## src/rtl/umul_pkg.sv

```systemverilog
package umul_pkg;

   typedef enum logic {
      SRC_REG = 1'b0,
      SRC_IMM = 1'b1
   } umul_src_e;

endpackage

```

## src/rtl/umul_opsel.sv

```systemverilog
module umul_opsel #(
   parameter int DATA_W = 32,
   parameter int IMM_W  = 13
) (
   input  logic [DATA_W-1:0] rs2_i,
   input  logic [IMM_W-1:0]  imm_i,
   input  logic              use_imm_i,
   output logic [DATA_W-1:0] opb_o
);
   import umul_pkg::*;

   localparam int EXT_W = DATA_W - IMM_W;

   umul_src_e           src;
   logic [DATA_W-1:0]   imm_ext;

   generate
      if (IMM_W > DATA_W) begin : g_bad_imm
         $error("umul_opsel: IMM_W must not exceed DATA_W");
      end
      if (EXT_W == 0) begin : g_no_ext
         assign imm_ext = imm_i;
      end else begin : g_ext
         assign imm_ext = {{EXT_W{imm_i[IMM_W-1]}}, imm_i};
      end
   endgenerate

   assign src   = use_imm_i ? SRC_IMM : SRC_REG;
   assign opb_o = (src == SRC_IMM) ? imm_ext : rs2_i;

endmodule

```

## src/rtl/umul_engine.sv

```systemverilog
module umul_engine #(
   parameter int DATA_W  = 32,
   parameter int DIGIT_W = 4
) (
   input  logic              clk,
   input  logic              rst_n,
   input  logic              start_i,
   input  logic [DATA_W-1:0] opa_i,
   input  logic [DATA_W-1:0] opb_i,
   output logic              busy_o,
   output logic              done_o,
   output logic              fin_o,
   output logic [DATA_W-1:0] lo_o,
   output logic [DATA_W-1:0] hi_next_o
);
   localparam int STEPS  = DATA_W / DIGIT_W;
   localparam int CNT_W  = $clog2(STEPS + 1);
   localparam int PART_W = DATA_W + DIGIT_W;

   logic [DATA_W-1:0] hi_q, lo_q, mcand_q;
   logic [CNT_W-1:0]  cnt_q;
   logic              busy_q, done_q;
   logic [PART_W-1:0] part, sum;
   logic [DATA_W-1:0] hi_nx, lo_nx;
   logic              fin;

   generate
      if (DIGIT_W < 1 || DIGIT_W > DATA_W) begin : g_bad_digit
         $error("umul_engine: DIGIT_W out of range");
      end
      if ((DATA_W % DIGIT_W) != 0) begin : g_bad_div
         $error("umul_engine: DIGIT_W must divide DATA_W");
      end
      if (DIGIT_W == 1) begin : g_radix2
         assign part = lo_q[0] ? {1'b0, mcand_q} : '0;
      end else begin : g_radixn
         assign part = PART_W'(mcand_q) * PART_W'(lo_q[DIGIT_W-1:0]);
      end
      if (DIGIT_W == DATA_W) begin : g_one_step
         assign lo_nx = sum[DIGIT_W-1:0];
      end else begin : g_multi_step
         assign lo_nx = {sum[DIGIT_W-1:0], lo_q[DATA_W-1:DIGIT_W]};
      end
   endgenerate

   assign sum   = PART_W'(hi_q) + part;
   assign hi_nx = sum[PART_W-1:DIGIT_W];
   assign fin   = busy_q && (cnt_q == CNT_W'(STEPS - 1));

   always_ff @(posedge clk or negedge rst_n) begin
      if (!rst_n) begin
         busy_q  <= 1'b0;
         done_q  <= 1'b0;
         cnt_q   <= '0;
         hi_q    <= '0;
         lo_q    <= '0;
         mcand_q <= '0;
      end else begin
         done_q <= fin;
         if (busy_q) begin
            hi_q  <= hi_nx;
            lo_q  <= lo_nx;
            cnt_q <= cnt_q + CNT_W'(1);
            if (fin) busy_q <= 1'b0;
         end else if (start_i) begin
            busy_q  <= 1'b1;
            cnt_q   <= '0;
            hi_q    <= '0;
            lo_q    <= opb_i;
            mcand_q <= opa_i;
         end
      end
   end

   assign busy_o    = busy_q;
   assign done_o    = done_q;
   assign fin_o     = fin;
   assign lo_o      = lo_q;
   assign hi_next_o = hi_nx;

   p_done_pulse_r6: assert property (@(posedge clk) disable iff (!rst_n)
      done_q |=> !done_q);
   p_busy_done_excl_r5: assert property (@(posedge clk) disable iff (!rst_n)
      !(busy_q && done_q));
   p_busy_fall_done_r5: assert property (@(posedge clk) disable iff (!rst_n)
      $fell(busy_q) |-> done_q);
   p_start_ignored_r7: assert property (@(posedge clk) disable iff (!rst_n)
      (busy_q && !fin) |=> (busy_q && $stable(mcand_q)));

endmodule

```

## src/rtl/umul_yreg.sv

```systemverilog
module umul_yreg #(
   parameter int DATA_W = 32
) (
   input  logic              clk,
   input  logic              rst_n,
   input  logic              mul_we_i,
   input  logic [DATA_W-1:0] mul_hi_i,
   input  logic              sw_we_i,
   input  logic [DATA_W-1:0] sw_data_i,
   output logic [DATA_W-1:0] y_o
);
   logic [DATA_W-1:0] y_q;

   always_ff @(posedge clk or negedge rst_n) begin
      if (!rst_n) begin
         y_q <= '0;
      end else if (mul_we_i) begin
         y_q <= mul_hi_i;
      end else if (sw_we_i) begin
         y_q <= sw_data_i;
      end
   end

   assign y_o = y_q;

   p_mul_wins_r9: assert property (@(posedge clk) disable iff (!rst_n)
      (mul_we_i && sw_we_i) |=> (y_q == $past(mul_hi_i)));
   p_sw_write_r8: assert property (@(posedge clk) disable iff (!rst_n)
      (sw_we_i && !mul_we_i) |=> (y_q == $past(sw_data_i)));
   p_y_hold_r10: assert property (@(posedge clk) disable iff (!rst_n)
      (!sw_we_i && !mul_we_i) |=> $stable(y_q));

endmodule

```

## src/rtl/umul_y_unit.sv

```systemverilog
module umul_y_unit #(
   parameter int DATA_W  = 32,
   parameter int IMM_W   = 13,
   parameter int DIGIT_W = 4
) (
   input  logic              clk,
   input  logic              rst_n,
   input  logic              start_i,
   input  logic [DATA_W-1:0] rs1_i,
   input  logic [DATA_W-1:0] rs2_i,
   input  logic [IMM_W-1:0]  imm_i,
   input  logic              use_imm_i,
   input  logic              y_wr_en_i,
   input  logic [DATA_W-1:0] y_wr_data_i,
   output logic              busy_o,
   output logic              done_o,
   output logic [DATA_W-1:0] rd_data_o,
   output logic [DATA_W-1:0] y_o
);
   logic [DATA_W-1:0] opb;
   logic              fin;
   logic [DATA_W-1:0] hi_next;

   umul_opsel #(.DATA_W(DATA_W), .IMM_W(IMM_W)) opsel_i (
      .rs2_i     (rs2_i),
      .imm_i     (imm_i),
      .use_imm_i (use_imm_i),
      .opb_o     (opb)
   );

   umul_engine #(.DATA_W(DATA_W), .DIGIT_W(DIGIT_W)) engine_i (
      .clk       (clk),
      .rst_n     (rst_n),
      .start_i   (start_i),
      .opa_i     (rs1_i),
      .opb_i     (opb),
      .busy_o    (busy_o),
      .done_o    (done_o),
      .fin_o     (fin),
      .lo_o      (rd_data_o),
      .hi_next_o (hi_next)
   );

   umul_yreg #(.DATA_W(DATA_W)) yreg_i (
      .clk       (clk),
      .rst_n     (rst_n),
      .mul_we_i  (fin),
      .mul_hi_i  (hi_next),
      .sw_we_i   (y_wr_en_i),
      .sw_data_i (y_wr_data_i),
      .y_o       (y_o)
   );

   p_start_busy_r5: assert property (@(posedge clk) disable iff (!rst_n)
      (start_i && !busy_o) |=> busy_o);
   p_reset_idle_r1: assert property (@(posedge clk)
      !rst_n |-> (!busy_o && !done_o));

endmodule

```

## config.mk

```make
export PLATFORM = sky130hd
export DESIGN_NAME = umul_y_unit
export DESIGN_NICKNAME = d
export VERILOG_FILES = /design/src/rtl/umul_pkg.sv /design/src/rtl/umul_opsel.sv /design/src/rtl/umul_engine.sv /design/src/rtl/umul_yreg.sv /design/src/rtl/umul_y_unit.sv
export SDC_FILE = /design/constraint.sdc
export NUM_CORES = 1
export LEC_CHECK = 0
export ABC_CLOCK_PERIOD_IN_PS = 4050
export BUFFER_PORTS_ARGS = -buffer_cell sky130_fd_sc_hd__clkbuf_2
export CORE_MARGIN = 3
export CORE_UTILIZATION = 40
export DETAILED_ROUTE_END_ITERATION = 8
export MAX_ROUTING_LAYER = met4
export SLEW_MARGIN = 20
export SYNTH_ARGS = -nofsm -noshare
export SYNTH_HDL_FRONTEND = slang
export SYNTH_HIERARCHICAL = 1
export SYNTH_SLANG_ARGS = --single-unit
```

## constraint.sdc

```tcl
create_clock -name clk -period 4.05 [get_ports clk]
set_input_delay 0.405 -clock clk [delete_from_list [all_inputs] [get_ports clk]]
set_output_delay 0.405 -clock clk [all_outputs]
set_load 0.01 [all_outputs]
```

==> Implementation_results.wiki <==
{| class="wikitable"
! Metric !! Value
|-
| Result of the run || complete, but fails checks
|-
| Failing checks || negative setup slack
|-
| Layout Cells excl Fill || 1883
|-
| Critical-path cell list || buf_12, and2_4, fa_1, fa_1, inv_2, fa_1, inv_2, ha_4, a21oi_4, o311ai_4, a2111o_1, buf_6, a31oi_4, o21bai_1, xor2_1, a22o_1
|-
| Crit. End Element || flop
|-
| Global-route total usage across every layer || 23.4%
|-
| Worst stage delay on the critical path || 520 ps
|-
| Routed WL || 34.5 mm
|-
| Total die area || 30600 sq um
|-
| Gate count after technology mapping || 1168
|-
| Sinks on the clock net || 134
|-
| Critical Setup Path Class || flop to flop
|-
| Initial standard-cell utilization of the core || 40.9%
|-
| Setup violations, final || 45
|-
| Number of nets in the synthesized netlist || 1418
|-
| Worst Path Arrival || 4710 ps
|-
| Routed WL per cell || 18.3 microns
|-
| Initial antenna violation count || 0
|-
| Number of placed instances with taps included || 1809
|-
| Vias per cell || 5.03
|-
| CP dominant cell by count || sky130_fd_sc_hd__fa_1
|-
| Most frequent cell after synthesis || sky130_fd_sc_hd__inv_1
|-
| Fraction of layout instances using a drive strength above 1 || 44.8%
|-
| Number of violations of the max-capacitance limit || 0
|-
| Detail Route Antenna Nets || 0
|-
| Top-area cell type share of the netlist area || 29.4%
|-
| Pin count of the biggest net entering global routing || 85
|-
| TritonCTS clock tree || yes
|-
| Most used standard cells in the synthesized netlist || 149 x sky130_fd_sc_hd__inv_1, 134 x sky130_fd_sc_hd__dfrtp_1, 123 x sky130_fd_sc_hd__and2_1, 102 x sky130_fd_sc_hd__nand2_1, 91 x sky130_fd_sc_hd__fa_1
|-
| Antenna diode instance count || 0
|-
| Yosys warnings || 6
|-
| Floorplan die width || 175 microns
|-
| Buffers plus inverters on the worst setup path || 4
|-
| Average footprint of a synthesized cell || 9.78 sq um
|-
| Final net count || 1742
|-
| Drt drc || 0
|-
| Peak Freq || 0.227 GHz
|-
| Top cells by area in the synthesized netlist || sky130_fd_sc_hd__dfrtp_1 29%, sky130_fd_sc_hd__fa_1 16%, sky130_fd_sc_hd__and2_1 6.7%, sky130_fd_sc_hd__mux2i_1 5.9%, sky130_fd_sc_hd__ha_1 4.9%
|-
| Area growth syn-to-layout || 40.2%
|-
| Buffer cell driving the clock tree root || sky130_fd_sc_hd__clkbuf_16
|-
| Post-synthesis simple-gate area fraction || 13.5%
|-
| Dominant combinational cell family by area after synthesis || adder cells
|-
| Mux cell area share after synthesis || 13.4%
|-
| Clock transition at the registers of the reported paths || 70 ps
|-
| GRT Residual Overflow || 0
|-
| Flop and latch count out of synthesis || 134
|-
| Final critical path time including I/O delays and setup || 4400 ps
|-
| Final hold violations || 0
|-
| Post-synthesis share of cell area spent on xor and xnor gates || 2.45%
|-
| Mapped cell area || 11400 sq um
|-
| Synth Flop Type || sky130_fd_sc_hd__dfrtp_1
|-
| Initial DRC Count || 556
|-
| CTS Buffer Depth || 2
|-
| First-pass GRT wire length || 54.7 mm
|-
| Core outline area || 27900 sq um
|-
| Number of core rows || 61
|-
| IO Pins || 180
|-
| Number of buffers inserted for hold repair after clock tree synthesis || 0
|-
| Routability cong. || 0.903
|-
| Via count of the first global-routing pass || 9792
|-
| Number of buffers created by CTS || 17
|-
| Max Transition Viols Final || 0
|-
| Total vias in the final route || 9465
|-
| Die span in y || 175 microns
|-
| Maximum level of the CTS H-tree || 4
|-
| Number of iterations in the first detailed-routing pass || 5
|-
| Top sig layer || met4
|-
| Final worst path period share || 109%
|-
| Worst hold-check path type || input port to asynchronous set/reset pin
|-
| Startpoint type of the worst setup path || flop
|-
| Area fraction in compound gates after synthesis || 12.1%
|-
| Post-Synth Adder-Cell Area || 20.9%
|-
| Tightest Pin Transition || 1020 ps
|-
| Port Buf Inserts || 179
|-
| Share of synthesized flip-flops with an asynchronous set or reset || 100%
|-
| Slew margin rel. || 32.0%
|-
| Count of unique library cells instantiated by Yosys || 59
|-
| Dominant delay contributor by cell family on the critical path || adder cells
|-
| Cell type contributing the most total cell area after synthesis || sky130_fd_sc_hd__dfrtp_1
|-
| Required time of the critical path || 4360 ps
|-
| PnR worst setup slack || -354 ps
|-
| Metal1 wirelength || 16.3 mm
|-
| Biggest fanout along the worst timing path || 6
|-
| Fraction of the yosys area taken by sequential cells || 29.4%
|-
| Fill cell total of the finished layout || 2419
|-
| Slowest cell on crit path || sky130_fd_sc_hd__fa_1
|-
| Met2 WL post-DR || 15.7 mm
|-
| Wire length on met3 || 1.96 mm
|-
| Number of synthesized flops with an enable pin || 0
|-
| Final HPWL DP || 25.0 mm
|-
| Final clock skew || 12.7 ps
|-
| Setup repair after global routing missed its margin || true
|-
| Latest clock arrival within the worst-skew pair || 430 ps
|}
==> metrics by stage <==
| stage | hold slack [ps] | cell area (sq um) | util [%] | setup TNS [ps] | worst slack [ps] |
|---|---|---|---|---|---|
| 2_1_floorplan | 109 | 11700 | - | -879 | -162 |
| 5_1_grt | 84.8 | 16000 | 57.3 | -14910 | -479 |
| 3_5_place_dp | 484 | 13800 | 49.3 | -15110 | -529 |
| 4_1_cts | 61.9 | 15500 | 55.6 | -6330 | -279 |
| 3_3_place_gp | 483 | 13800 | 49.3 | -13640 | -498 |
| 6_report | 5.27 | 16000 | 57.3 | -9070 | -354 |
==> final cells by class <==
type / instances / area [sq um] / share of cell area [%]
Inverter: 149 / 559 / 3.49
Clock buffer: 17 / 425 / 2.66
Timing Repair Buffer: 376 / 2660 / 16.6
Tap cell: 378 / 473 / 2.95
Clock inverter: 15 / 186 / 1.16
Multi-Input combinational cell: 814 / 8350 / 52.1
Sequential cell: 134 / 3360 / 21.0
==> worst register-to-register path, delay by kind of cell, from the launching register on <==
kind                       cells  cell delay, ps
AOI/OAI and AO/OA              6            1360
xor gates and xnor gates       1             200
adders and majority gates      4            1700
buffers and inverters          4             400
DFF                            1             500
and+or+nand+nor                1             130
==> path summary, 6_finish.rpt <==
kind	slack [ps]	start	depth (start not counted)	endpoint
setup reg to reg	-350	engine_i/lo_o[3]	16	engine_i/hi_q[16]
min in group clk	210	rs1_i[15]	2	engine_i/mcand_q[15]
hold / removal	5	rst_n	1	yreg_i/y_o[23]
setup / recovery	-350	engine_i/lo_o[3]	16	engine_i/hi_q[16]
hold reg to reg	500	engine_i/hi_q[6]	1	engine_i/hi_q[6]
max in group asynchronous	3250	rst_n	2	engine_i/lo_o[1]
==> routing by layer <==
layer	up-vias	track usage (%)
met5	-	-
met4	0	5.65
met3	42	3.41
met2	327	35.4
met1	4591	33.3
li1	4505	-
==> sequential cells by signal, indices dropped and copies added (netlist names) <==
signal	cells
engine_i/lo_o	32
engine_i/done_o	1
yreg_i/y_o	32
engine_i/cnt_q	4
engine_i/mcand_q	32
engine_i/hi_q	32
engine_i/busy_o	1
==> kinds of logic (layout without fill, tap and decap cells) <==
family / after synthesis / count (layout)
and+or+nand+nor: 298 / 298
adders and majority gates: 136 / 136
muxes: 133 / 133
DFF: 134 / 134
AOI/OAI and AO/OA: 215 / 215
buffers and inverters: 220 / 557
xor gates and xnor gates: 32 / 32
==> layout by cell type, fill, tap and decap left out, drive strengths merged, types with 30 or more instances in the layout <==
| master | count |
|---|---|
| dfrtp | 134 |
| clkbuf | 197 |
| buf | 196 |
| mux2 | 66 |
| and2 | 123 |
| a22o | 30 |
| ha | 45 |
| fa | 91 |
| mux2i | 67 |
| inv | 158 |
| a21oi | 42 |
| o21ai | 88 |
| nand2 | 102 |
| nor2 | 30 |
==> repair_timing <==
item                                    in CTS  in global routing
setup buffers                               25                 20
cloned                                       1                  3
resized for setup                          188                 80
pin swaps                                   59                 56
endpoints found under the setup margin      46                 54
Power is not shown: default switching activity piles up to over one toggle a cycle in this logic, so the estimate is an artifact.
